File: config.mk
export PLATFORM = sky130hd
export DESIGN_NAME = proto_irq_ctrl
export DESIGN_NICKNAME = d
export VERILOG_FILES = /design/src/rtl/proto_irq_pkg.sv /design/src/rtl/pic_ctl_reg.sv /design/src/rtl/pic_w1c_cell.sv /design/src/rtl/pic_sense_bank.sv /design/src/rtl/pic_irq_out.sv /design/src/rtl/proto_irq_ctrl.sv
export SDC_FILE = /design/constraint.sdc
export NUM_CORES = 1
export LEC_CHECK = 0
export ABC_CLOCK_PERIOD_IN_PS = 1200
export BUFFER_PORTS_ARGS = -buffer_cell sky130_fd_sc_hd__buf_4
export CAP_MARGIN = 20
export CORE_UTILIZATION = 30
export DETAILED_ROUTE_END_ITERATION = 16
export PLACE_DENSITY_LB_ADDON = 0.2
export SKIP_LAST_GASP = 1
export SLEW_MARGIN = 20
export SYNTH_ARGS = -nofsm -noshare
export SYNTH_HDL_FRONTEND = slang
export SYNTH_SLANG_ARGS = --single-unit
File: constraint.sdc
create_clock -name clk -period 1.2 [get_ports clk]
set_clock_uncertainty 0.05 [all_clocks]
set_input_delay 0.12 -clock clk [delete_from_list [all_inputs] [get_ports clk]]
set_output_delay 0.12 -clock clk [all_outputs]
set_load 0.02 [all_outputs]
File: src/rtl/proto_irq_pkg.sv
package proto_irq_pkg;

  // Sense register bit positions
  localparam int SNS_BUS_RST = 0;
  localparam int SNS_SVC_REQ = 3;
  localparam int SNS_CMD_CMP = 4;

  // Control register bit positions
  localparam int CTL_RST_MASK = 4;
  localparam int CTL_ATTN_EN  = 5;
  localparam int CTL_ARB_EN   = 6;

  localparam int NUM_CAUSE = 3;

  typedef enum logic [1:0] {
    CAUSE_BUS_RST = 2'd0,
    CAUSE_SVC_REQ = 2'd1,
    CAUSE_CMD_CMP = 2'd2
  } cause_e;

  typedef struct packed {
    logic rst_mask;
    logic attn_en;
    logic arb_en;
  } ctl_fields_t;

  typedef struct packed {
    logic cmd_done;
    logic arb_lost;
    logic attn;
    logic bus_rst;
  } evt_t;

  function automatic int cause_pos(int idx);
    case (idx)
      0:       return SNS_BUS_RST;
      1:       return SNS_SVC_REQ;
      default: return SNS_CMD_CMP;
    endcase
  endfunction

endpackage

File: src/rtl/pic_ctl_reg.sv
module pic_ctl_reg
  import proto_irq_pkg::*;
#(
  parameter int REG_W = 8
) (
  input  logic             clk,
  input  logic             rst_n,
  input  logic             wr_i,
  input  logic [REG_W-1:0] wdata_i,
  output logic [REG_W-1:0] q_o,
  output ctl_fields_t      fields_o
);

  logic [REG_W-1:0] q_r;

  always_ff @(posedge clk or negedge rst_n) begin
    if (!rst_n) q_r <= '0;
    else if (wr_i) q_r <= wdata_i;
  end

  assign q_o = q_r;

  always_comb begin
    fields_o.rst_mask = q_r[CTL_RST_MASK];
    fields_o.attn_en  = q_r[CTL_ATTN_EN];
    fields_o.arb_en   = q_r[CTL_ARB_EN];
  end

  AST_CTL_WRITE_TAKES: assert property (@(posedge clk) disable iff (!rst_n)
    wr_i |=> (q_o == $past(wdata_i)));

endmodule

File: src/rtl/pic_w1c_cell.sv
module pic_w1c_cell (
  input  logic clk,
  input  logic rst_n,
  input  logic set_i,
  input  logic clr_i,
  output logic q_o
);

  logic q_r;

  always_ff @(posedge clk or negedge rst_n) begin
    if (!rst_n)     q_r <= 1'b0;
    else if (set_i) q_r <= 1'b1;
    else if (clr_i) q_r <= 1'b0;
  end

  assign q_o = q_r;

  AST_SET_WINS: assert property (@(posedge clk) disable iff (!rst_n)
    set_i |=> q_o);

  AST_CLEAR_TAKES: assert property (@(posedge clk) disable iff (!rst_n)
    (clr_i && !set_i) |=> !q_o);

  AST_HOLD_IDLE: assert property (@(posedge clk) disable iff (!rst_n)
    (!clr_i && !set_i) |=> (q_o == $past(q_o)));

endmodule

File: src/rtl/pic_sense_bank.sv
module pic_sense_bank
  import proto_irq_pkg::*;
#(
  parameter int REG_W = 8
) (
  input  logic             clk,
  input  logic             rst_n,
  input  evt_t             evt_i,
  input  ctl_fields_t      ctl_i,
  input  logic             role_target_i,
  input  logic             wr_i,
  input  logic [REG_W-1:0] wdata_i,
  output logic [REG_W-1:0] sense_o
);

  logic [NUM_CAUSE-1:0] set_v;
  logic [NUM_CAUSE-1:0] clr_v;
  logic [NUM_CAUSE-1:0] q_v;

  always_comb begin
    set_v[CAUSE_BUS_RST] = evt_i.bus_rst;
    set_v[CAUSE_SVC_REQ] = evt_i.attn & ctl_i.attn_en & role_target_i;
    set_v[CAUSE_CMD_CMP] = evt_i.cmd_done | (evt_i.arb_lost & ctl_i.arb_en);
  end

  generate
    for (genvar gi = 0; gi < NUM_CAUSE; gi++) begin : g_cause
      localparam int POS = cause_pos(gi);
      if (gi == int'(CAUSE_SVC_REQ)) begin : g_role_clr
        assign clr_v[gi] = (wr_i & wdata_i[POS]) | ~role_target_i;
      end else begin : g_plain_clr
        assign clr_v[gi] = wr_i & wdata_i[POS];
      end
      pic_w1c_cell u_cell (
        .clk   (clk),
        .rst_n (rst_n),
        .set_i (set_v[gi]),
        .clr_i (clr_v[gi]),
        .q_o   (q_v[gi])
      );
    end
  endgenerate

  always_comb begin
    sense_o = '0;
    for (int i = 0; i < NUM_CAUSE; i++) sense_o[cause_pos(i)] = q_v[i];
  end

  AST_ATTN_NEEDS_ENABLE: assert property (@(posedge clk) disable iff (!rst_n)
    (evt_i.attn && !ctl_i.attn_en && !sense_o[SNS_SVC_REQ]) |=> !sense_o[SNS_SVC_REQ]);

  AST_ARB_NEEDS_ENABLE: assert property (@(posedge clk) disable iff (!rst_n)
    (evt_i.arb_lost && !ctl_i.arb_en && !evt_i.cmd_done && !sense_o[SNS_CMD_CMP])
      |=> !sense_o[SNS_CMD_CMP]);

endmodule

File: src/rtl/pic_irq_out.sv
module pic_irq_out
  import proto_irq_pkg::*;
#(
  parameter int REG_W = 8
) (
  input  logic [REG_W-1:0] sense_i,
  input  ctl_fields_t      ctl_i,
  input  logic             role_target_i,
  input  logic             role_initiator_i,
  output logic             irq_bus_rst_o,
  output logic             irq_gen_o,
  output logic             cc_lost_arb_o
);

  logic rst_part;

  always_comb begin
    irq_bus_rst_o = sense_i[SNS_BUS_RST];
    rst_part      = sense_i[SNS_BUS_RST] & ~ctl_i.rst_mask;
    irq_gen_o     = rst_part | sense_i[SNS_SVC_REQ] | sense_i[SNS_CMD_CMP];
    cc_lost_arb_o = sense_i[SNS_CMD_CMP] & ~role_target_i & ~role_initiator_i;
  end

endmodule

File: src/rtl/proto_irq_ctrl.sv
module proto_irq_ctrl
  import proto_irq_pkg::*;
#(
  parameter int REG_W = 8
) (
  input  logic             clk,
  input  logic             rst_n,
  input  logic             evt_cmd_done,
  input  logic             evt_arb_lost,
  input  logic             evt_attn,
  input  logic             evt_bus_rst,
  input  logic             role_target,
  input  logic             role_initiator,
  input  logic             ctl_wr,
  input  logic [REG_W-1:0] ctl_wdata,
  input  logic             sense_wr,
  input  logic [REG_W-1:0] sense_wdata,
  output logic [REG_W-1:0] ctl_q,
  output logic [REG_W-1:0] sense_q,
  output logic             irq_bus_rst,
  output logic             irq_gen,
  output logic             cc_lost_arb
);

  ctl_fields_t ctl_f;
  evt_t        evt;

  always_comb begin
    evt.cmd_done = evt_cmd_done;
    evt.arb_lost = evt_arb_lost;
    evt.attn     = evt_attn;
    evt.bus_rst  = evt_bus_rst;
  end

  pic_ctl_reg #(.REG_W(REG_W)) u_ctl (
    .clk      (clk),
    .rst_n    (rst_n),
    .wr_i     (ctl_wr),
    .wdata_i  (ctl_wdata),
    .q_o      (ctl_q),
    .fields_o (ctl_f)
  );

  pic_sense_bank #(.REG_W(REG_W)) u_sense (
    .clk           (clk),
    .rst_n         (rst_n),
    .evt_i         (evt),
    .ctl_i         (ctl_f),
    .role_target_i (role_target),
    .wr_i          (sense_wr),
    .wdata_i       (sense_wdata),
    .sense_o       (sense_q)
  );

  pic_irq_out #(.REG_W(REG_W)) u_out (
    .sense_i          (sense_q),
    .ctl_i            (ctl_f),
    .role_target_i    (role_target),
    .role_initiator_i (role_initiator),
    .irq_bus_rst_o    (irq_bus_rst),
    .irq_gen_o        (irq_gen),
    .cc_lost_arb_o    (cc_lost_arb)
  );

  AST_BUS_RST_LINE: assert property (@(posedge clk) disable iff (!rst_n)
    evt_bus_rst |=> irq_bus_rst);

  AST_BUS_RST_UNMASKED: assert property (@(posedge clk) disable iff (!rst_n)
    (evt_bus_rst && !ctl_q[CTL_RST_MASK] && !ctl_wr) |=> irq_gen);

  AST_CMD_DONE_IRQ: assert property (@(posedge clk) disable iff (!rst_n)
    evt_cmd_done |=> irq_gen);

  AST_ROLE_END_CLEARS: assert property (@(posedge clk) disable iff (!rst_n)
    !role_target |=> !sense_q[SNS_SVC_REQ]);

  AST_IRQ_HOLDS: assert property (@(posedge clk) disable iff (!rst_n)
    (irq_gen && !sense_wr && !ctl_wr && role_target) |=> irq_gen);

endmodule

; ---- Yosys cells after proc, flatten, opt, wreduce, memory -nomap -nowiden
; Cells that the tools add are included.
[totals]
ff_bits = 11
elab_cells = 29
inputBits = 26
out_inout_bits = 19
[classes]
reduce_logical = 3
n_mux = 6
bitwise_logic = 16
[op_table]
columns = cell, count
row1 = 1-bit bitwise AND, 9
row2 = 1-bit 2-to-1 mux, 6
row3 = 2-bit nonzero test, 3
row4 = 1-bit bitwise OR, 4
row5 = 1-bit NOT, 3

; ---- Logic depth before layout (Yosys ltp)
; Gate-level depths: netlist of run 1.
[logic_depth]
ltp_word = 4
ltp_mapped = 2
mapped_depth_nobuf = 2

; ---- By module
; A second synthesis of run 1 with hierarchy kept.
[hier_totals]
hier_cells = 45
area_unflattened_um2 = 574.3
[modules_own_cells]
columns = mod, seq_area_each_um2, n_inst, area_each_um2, cells_each
row1 = pic_ctl_reg, 200.2, 1, 354.1, 20
row2 = pic_w1c_cell, 25.0, 3, 36.3, 3
row3 = pic_sense_bank, 0.0, 1, 78.8, 11
row4 = pic_irq_out, 0.0, 1, 32.5, 5

; ---- Worst setup path after synthesis of run 1
; OpenSTA, ideal clock, no wires.
[synth_path]
kind = reg-to-output
from = reg u_sense.g_cause[0].u_cell.q_r
to = out irq_gen
stages_incl_launch_ff = 3
n_path_buf = 0
slack_ns = 0.030
arrival_ns = 1.000
required_ns = 1.030
path_cell_list = dfrtp_1 -> inv_1 -> o21ai_0
[synth_between]
elab_chain_cells = 3
[synth_lines]
columns = item, line_no
row1 = "start, declared", pic_w1c_cell.sv:9  ; logic q_r;
row2 = "start signal, assigned", pic_w1c_cell.sv:12  ; if (!rst_n) q_r <= 1'b0;
row3 = "start signal, assigned", pic_w1c_cell.sv:13  ; else if (set_i) q_r <= 1'b1;
row4 = "start signal, assigned", pic_w1c_cell.sv:14  ; else if (clr_i) q_r <= 1'b0;
row5 = 1-bit bitwise AND, pic_irq_out.sv:19  ; rst_part = sense_i[SNS_BUS_RST] & ~ctl_i.rst_mask;
row6 = 1-bit bitwise OR (2 in a row), pic_irq_out.sv:20  ; irq_gen_o = rst_part | sense_i[SNS_SVC_REQ] | sense_i[SNS_CMD_CMP];
row7 = "end, declared", proto_irq_ctrl.sv:21  ; output logic irq_gen,
; Every way passes these cells.

; ---- Worst setup path after layout of run 1
[layout_path]
from = reg u_ctl.q_r[4] (netlist: u_ctl.q_o[4])
to = out irq_gen
[layout_between]
elab_chain_cells = 4
[layout_lines]
columns = item, line_no
row1 = "start, declared", pic_ctl_reg.sv:14  ; logic [REG_W-1:0] q_r;
row2 = "start signal, assigned", pic_ctl_reg.sv:18  ; else if (wr_i) q_r <= wdata_i;
row3 = 1-bit NOT, pic_irq_out.sv:19
row4 = 1-bit bitwise AND, pic_irq_out.sv:19
row5 = 1-bit bitwise OR (2 in a row), pic_irq_out.sv:20
; Every way passes these cells.

==> results.yml, run 1 <==
route:
  wl_per_cell_um: 11.5
  post-route-drc-count: 0
  vias_per_cell: 4.51
  ant_nets: 0
  vias: 424
  wl_um: 1080
  firstDrtPassIters: 5
  drtIter0Drc: 5
yosys:
  yosys.area_share.simple: 0.0539
  ys_ff_latch: 11
  synth_fa_ha_area_frac: 0
  synth_compound_area_frac: 0.0585
  synth_top_family_by_area: "multiplexers"
  avgSynthCellArea_um2: 13.4
  netlist_area_um2: 534
  synth_cell_type_count: 14
  synth-seq-area-share: 0.515
  yosys_warnings: 0
  synth_cells: 40
  synth-xor-area-share: 0
  synthMuxAreaShare: 0.225
floorplanning:
  initial_core_util: 0.339
  rows: 14
  die_x_um: 44.2
  coreArea_mm2: 0.00158
  io-pin-count: 45
  die_area_mm2: 0.00195
  die_height_um: 44.2
power:
  ir_worst_vdd_mv: 0.781
  p_per_area_mw_per_mm2: 1140
  p_leak_nw: 0.444
  power_mw: 0.948
timing:
  fin_crit_sh: 0.976
  tns_ps: 0
  final_hold_viol_count: 0
  max_freq_ghz: 0.854
  setup_violations: 0
  hold_slack_ps: 29.0
  maxSlewViolCount: 0
  rsz0062_at_grt: "true"
  min_period_ps: 1170
  setup_slack_ps: 28.6
layout:
  drive_gt1_frac: 0.628
  nNetsFinal: 105
  syn_to_final_growth_pct: 55.3
  fin_util: 0.526
  fin_area_um2: 830
  layout.cells.non_filler: 94
  diodes: 0
worst_hold_path:
  hold_class: "input pin to register"
worst_setup_path:
  cp_max_fo: 3
  critPathLaunchType: "register"
  end_kind: "output pin"
  crit_required_ps: 1030
  critPathArrivalTime_ps: 1000
  path_class: "register to output pin"
clocking:
  clock_sinks: 11
  cts_tree: "done"
  root_buffer: "clkbuf_4"
  clk_path_buf_depth: 2
  cts_buffers: 3
  path_clk_slew_ps: 70
  clk_latency_ps: 260
  cts_max_level: 1
outcome:
  status: "finished clean"
place:
  place.gp.congestion: 0.670
  place_ws_ps: 285
  port_buffers: 34
  post_dp_cell_area_um2: 753
  dp.cells: 85
global_routing:
  grt_usage: 0.126
  grt_pass1_wl_um: 1630
  overflow: 0
  antenna_found_initial: 0
  grt_max_degree: 12
  first_global_vias: 374
job:
  drv_cap: 0
==> metal layers <==
metal	vias to the layer above	wire (µm)	track usage
met5	-	0	0
met4	0	8	0.0545
met3	2	114	0.0776
met2	28	541	0.203
met1	197	418	0.131
li1	197	-	-
==> layout make-up <==
class / instances / area [µm²]
Fill cell: 141 / 747
Timing Repair Buffer: 39 / 300
Inverter: 1 / 3.75
Clock buffer: 4 / 26.3
Sequential cell: 11 / 275
Multi-Input combinational cell: 23 / 204
Tap cell: 16 / 20.0
==> cell usage in the layout (no fill, tap or decap), drive strengths merged, types with 3 or more instances in the layout <==
cell	synthesis	layout
nand2	3	3
clkbuf	0	4
dlygate4sd3	0	3
mux2	8	8
buf	9	36
conb	1	5
dfrtp	11	11
==> path summary, 6_finish.rpt <==
kind	startpoint	end	slack, ps	cells after the start
setup / recovery	u_ctl.q_o[4]	irq_gen	30	2
hold / removal	ctl_wdata[5]	u_ctl.q_o[5]	30	2
setup reg to reg	u_sense.g_cause[2].u_cell.q_o	u_sense.g_cause[2].u_cell.q_o	220	2
hold reg to reg	u_ctl.q_o[3]	u_ctl.q_o[3]	460	1
max in group asynchronous	rst_n	u_ctl.q_o[2]	780	2
min in group asynchronous	rst_n	u_sense.g_cause[1].u_cell.q_o	170	2
==> flip-flops by register name (all words and copies together), names as in the netlist <==
register / flops
u_ctl.q_o: 8
u_sense.g_cause.u_cell.q_o: 3
==> what timing repair did <==
action	4_1_cts	5_1_grt
setup endpoints to repair	1	2
hold buffers	3	0
endpoints found under the hold margin	13	0
setup buffers	1	1
resized for setup	0	1
==> Yosys cell counts <==
cell	n	area, µm²
nor2_1	1	3.75
nand2_1	3	11.3
a221o_1	1	10.0
a21o_1	1	7.51
conb_1	1	3.75
dfrtp_1	11	275
a31o_2	1	8.76
buf_4	8	60.1
inv_1	1	3.75
o21ai_0	1	5.00
and3_1	1	6.26
nor3b_1	1	7.51
buf_6	1	11.3
mux2_4	8	120
==> logic make-up (layout without fill, tap and decap cells) <==
kind of cell | count (synthesis) | in the layout
flops | 11 | 11
buf+inv | 10 | 44
mux | 8 | 8
simple gates | 6 | 6
compound gates | 4 | 4
other cells | 1 | 5
==> power breakdown <==
| group | switching (mW) | internal [mW] |
|---|---|---|
| sequential | 0.0227 | 0.405 |
| combinational | 0.120 | 0.151 |
| clock | 0.120 | 0.129 |
==> worst max-delay path: stages (launching register included) <==
cell     delay (ps)
dfrtp_1         400
o21ai_0         170
buf_4           170
Note: power is estimated with default switching activity, not from simulation.
==> run 2: changes to the inputs <==
Settings changed: CELL_PAD_IN_SITES_DETAIL_PLACEMENT set to 0, CELL_PAD_IN_SITES_GLOBAL_PLACEMENT set to 1, CORE_UTILIZATION 30 to 26, CTS_CLUSTER_DIAMETER set to 80.
==> results.yml, run 2 (synthesis gave the netlist of run 1 again) <==
outcome:
  status: "finished clean"
power:
  p_per_area_mw_per_mm2: 1110
  power_mw: 0.940
  ir_worst_vdd_mv: 0.628
  p_leak_nw: 0.445
place:
  post_dp_cell_area_um2: 767
  dp_hpwl_um: 830
  port_buffers: 34
  place_ws_ps: 251
  dp.cells: 96
  place.gp.congestion: 0.653
route:
  wl_per_cell_um: 10.2
  drtIter0Drc: 6
  vias: 423
  ant_nets: 0
  vias_per_cell: 4.03
  firstDrtPassIters: 4
  post-route-drc-count: 0
  wl_um: 1070
worst_setup_path:
  r2r_setup_slack_ps: 210
  critPathArrivalTime_ps: 990
  crit_required_ps: 1030
  critPathLaunchType: "register"
  timing.rr.start: "u_sense.g_cause[2].u_cell.q_o"
  timing.rr.end: "u_sense.g_cause[2].u_cell.q_o"
  cp_max_fo: 4
  ff2ff_path_depth: 2
  end_kind: "output pin"
  path_class: "register to output pin"
timing:
  final_hold_viol_count: 0
  max_freq_ghz: 0.859
  hold_slack_ps: 36.5
  rsz0062_at_grt: "true"
  fin_crit_sh: 0.971
  min_period_ps: 1160
  tns_ps: 0
  maxSlewViolCount: 0
  setup_slack_ps: 35.2
  setup_violations: 0
clocking:
  cts_buffers: 3
  path_clk_slew_ps: 60
  clk_path_buf_depth: 2
  cts_max_level: 1
  clk_latency_ps: 260
  cts_tree: "done"
  clock_sinks: 11
  root_buffer: "clkbuf_4"
global_routing:
  use_met1: 0.138
  met3_usage: 0.0462
  first_global_vias: 362
  antenna_found_initial: 0
  grt_usage: 0.103
  grt_max_degree: 12
  grt_pass1_wl_um: 1550
  top_usage_layer: "met2"
  overflow: 0
  met2_usage: 0.148
job:
  drv_cap: 0
layout:
  diodes: 0
  fin_util: 0.436
  layout.cells.non_filler: 105
  mostFrequentLayoutCells: "36 x buf_4, 11 x dfrtp_1, 8 x mux2_4"
  nNetsFinal: 105
  syn_to_final_growth_pct: 58.3
  drive_gt1_frac: 0.641
  largest_reg_flops: 8
  layout_commonest_cell: "buf_4"
  fin_area_um2: 846
floorplanning:
  die_x_um: 47.3
  coreArea_mm2: 0.00194
  die_area_mm2: 0.00224
  io-pin-count: 45
  die_height_um: 47.3
  initial_core_util: 0.275
  rows: 16
worst_hold_path:
  hold_path_depth: 2
  hold_class: "input pin to register"
  min_from: "ctl_wdata[7]"
  hold_path_end: "u_ctl.q_o[7]"
==> run 2: cell count changes in the layout (fill, tap and decap cells not counted) <==
cell	delta
o21ai_1	+1
nor2_1	-1
nor2_2	+1
o21ai_0	-1
==> run 2: repair_timing <==
item,in CTS,in global routing
resized for setup,1,2
hold endpoints to repair,13,0
hold buffers,3,0
pin swaps,1,1
setup buffers,2,0
setup endpoints to repair,1,2
==> run 2: routing by layer <==
| layer | up-vias | wire length (µm) |
|---|---|---|
| met3 | 0 | 62 |
| met1 | 205 | 438 |
| met4 | 0 | 0 |
| li1 | 198 | - |
| met2 | 20 | 570 |
| met5 | - | 0 |
==> run 2: worst max path at each step <==
stage                     slack (ps)  cells after the start      end                           from
after floorplan                   30                      2  irq_gen  u_sense.g_cause[0].u_cell.q_o
after global placement           260                      3  irq_gen  u_sense.g_cause[1].u_cell.q_o
after detailed placement         250                      3  irq_gen  u_sense.g_cause[2].u_cell.q_o
after CTS                        -30                      3  irq_gen  u_sense.g_cause[2].u_cell.q_o
after global routing             -50                      3  irq_gen  u_sense.g_cause[2].u_cell.q_o
final                             40                      3  irq_gen  u_sense.g_cause[2].u_cell.q_o
==> run 2: power by group <==
| group | leakage (nW) | internal [mW] | total [mW] | switching (mW) |
|---|---|---|---|---|
| clock | 0.0150 | 0.128 | 0.238 | 0.110 |
| sequential | 0.126 | 0.405 | 0.430 | 0.0250 |
| combinational | 0.303 | 0.152 | 0.272 | 0.119 |
| total | 0.445 | 0.686 | 0.940 | 0.254 |
==> run 2: final cells by class <==
class	instances	area, µm²
Multi-Input combinational cell	23	206
Inverter	1	3.75
Sequential cell	11	275
Tap cell	27	33.8
Fill cell	199	1100
Timing Repair Buffer	39	300
Clock buffer	4	26.3
==> run 2: critical path: stages (launching register included) <==
cell,delay [ps]
dfrtp_1,410
nor2_2,100
o21ai_1,70
buf_4,160
==> run 3: changes to the inputs <==
Settings changed: REMOVE_ABC_BUFFERS set to 1.
==> results.yml, run 3 (synthesis gave the netlist of run 1 again) <==
outcome:
  status: "finished clean"
place:
  place_ws_ps: 283
  place.gp.congestion: 0.589
  dp_hpwl_um: 813
  dp.cells: 96
  port_buffers: 34
clocking:
  clk_path_buf_depth: 2
  cts_max_level: 1
  root_buffer: "clkbuf_4"
  clk_latency_ps: 260
  path_clk_slew_ps: 70
  clock_sinks: 11
  cts_buffers: 3
  cts_tree: "done"
layout:
  layout_commonest_cell: "buf_4"
  layout.cells.non_filler: 105
  diodes: 0
  largest_reg_flops: 8
  fin_util: 0.434
  drive_gt1_frac: 0.628
  syn_to_final_growth_pct: 57.8
  nNetsFinal: 105
  mostFrequentLayoutCells: "36 x buf_4, 11 x dfrtp_1, 8 x mux2_4"
floorplanning:
  initial_core_util: 0.275
  rows: 16
  io-pin-count: 45
  die_x_um: 47.3
  coreArea_mm2: 0.00194
  die_height_um: 47.3
  die_area_mm2: 0.00224
worst_setup_path:
  critPathArrivalTime_ps: 980
  path_class: "register to output pin"
  end_kind: "output pin"
  crit_required_ps: 1030
  ff2ff_path_depth: 2
  cp_max_fo: 2
  critPathLaunchType: "register"
timing:
  setup_violations: 0
  rsz0062_at_grt: "true"
  min_period_ps: 1150
  setup_slack_ps: 51.3
  final_hold_viol_count: 0
  fin_crit_sh: 0.957
  max_freq_ghz: 0.871
  maxSlewViolCount: 0
  tns_ps: 0
global_routing:
  first_global_vias: 362
  antenna_found_initial: 0
  grt_pass1_wl_um: 1610
  overflow: 0
  grt_max_degree: 12
  grt_usage: 0.108
route:
  wl_per_cell_um: 10.1
  vias_per_cell: 4.12
  ant_nets: 0
  drtIter0Drc: 4
  wl_um: 1060
  vias: 433
  firstDrtPassIters: 2
  post-route-drc-count: 0
worst_hold_path:
  hold_class: "input pin to register"
  hold_path_depth: 2
power:
  ir_worst_vdd_mv: 0.622
  power_mw: 0.946
  p_leak_nw: 0.445
  p_per_area_mw_per_mm2: 1120
job:
  drv_cap: 0
-- run 3: cell counts in the layout (fill, tap and decap cells not counted) --
No cell type changed its count.
-- run 3: routing by layer --
layer,vias to the layer above,track usage,wire length (µm)
li1,197,-,-
met3,0,0.0615,68
met2,15,0.162,558
met4,0,0.0171,0
met1,221,0.139,430
met5,-,0,0
-- run 3: worst paths after layout --
check / from / endpoint / slack [ps]
max: u_sense.g_cause[1].u_cell.q_o / irq_gen / 50
min: ctl_wdata[7] / u_ctl.q_o[7] / 30
max reg2reg: u_sense.g_cause[2].u_cell.q_o / u_sense.g_cause[2].u_cell.q_o / 190
min reg2reg: u_ctl.q_o[2] / u_ctl.q_o[2] / 470
max in group asynchronous: rst_n / u_sense.g_cause[0].u_cell.q_o / 780
min in group asynchronous: rst_n / u_ctl.q_o[7] / 170
-- run 3: timing repair --
action / CTS / global route
pin swaps: 0 / 0
endpoints found under the setup margin: 2 / 2
setup buffers: 1 / 1
resized for setup: 0 / 2
endpoints found under the hold margin: 12 / 1
hold buffers: 2 / 1
-- run 3: stage by stage --
stage | instance area, µm² | hold WS [ps]
4_1_cts | 821 | 12.4
6_report | 843 | 32.9
2_1_floorplan | 478 | -226
3_5_place_dp | 767 | -85.6
3_3_place_gp | 767 | -83.7
5_1_grt | 843 | 10.3
-- run 3: power by group --
group / leakage [nW] / total, mW / switching (mW) / internal [mW]
Combinational: 0.304 / 0.272 / 0.120 / 0.152
Sequential: 0.126 / 0.429 / 0.0238 / 0.405
Clock: 0.0150 / 0.246 / 0.117 / 0.128
-- run 3: layout make-up --
cell class                      instances  area [µm²]
Fill cell                             202        1100
Multi-Input combinational cell         23         204
Timing Repair Buffer                   39         300
Inverter                                1        3.75
Sequential cell                        11         275
Tap cell                               27        33.8
Clock buffer                            4        26.3
-- run 3: worst max-delay path, stage by stage, from the launching register on --
cell and delay [ps]:
dfrtp_1 390, nor2_1 110, o21ai_1 70, buf_4 150
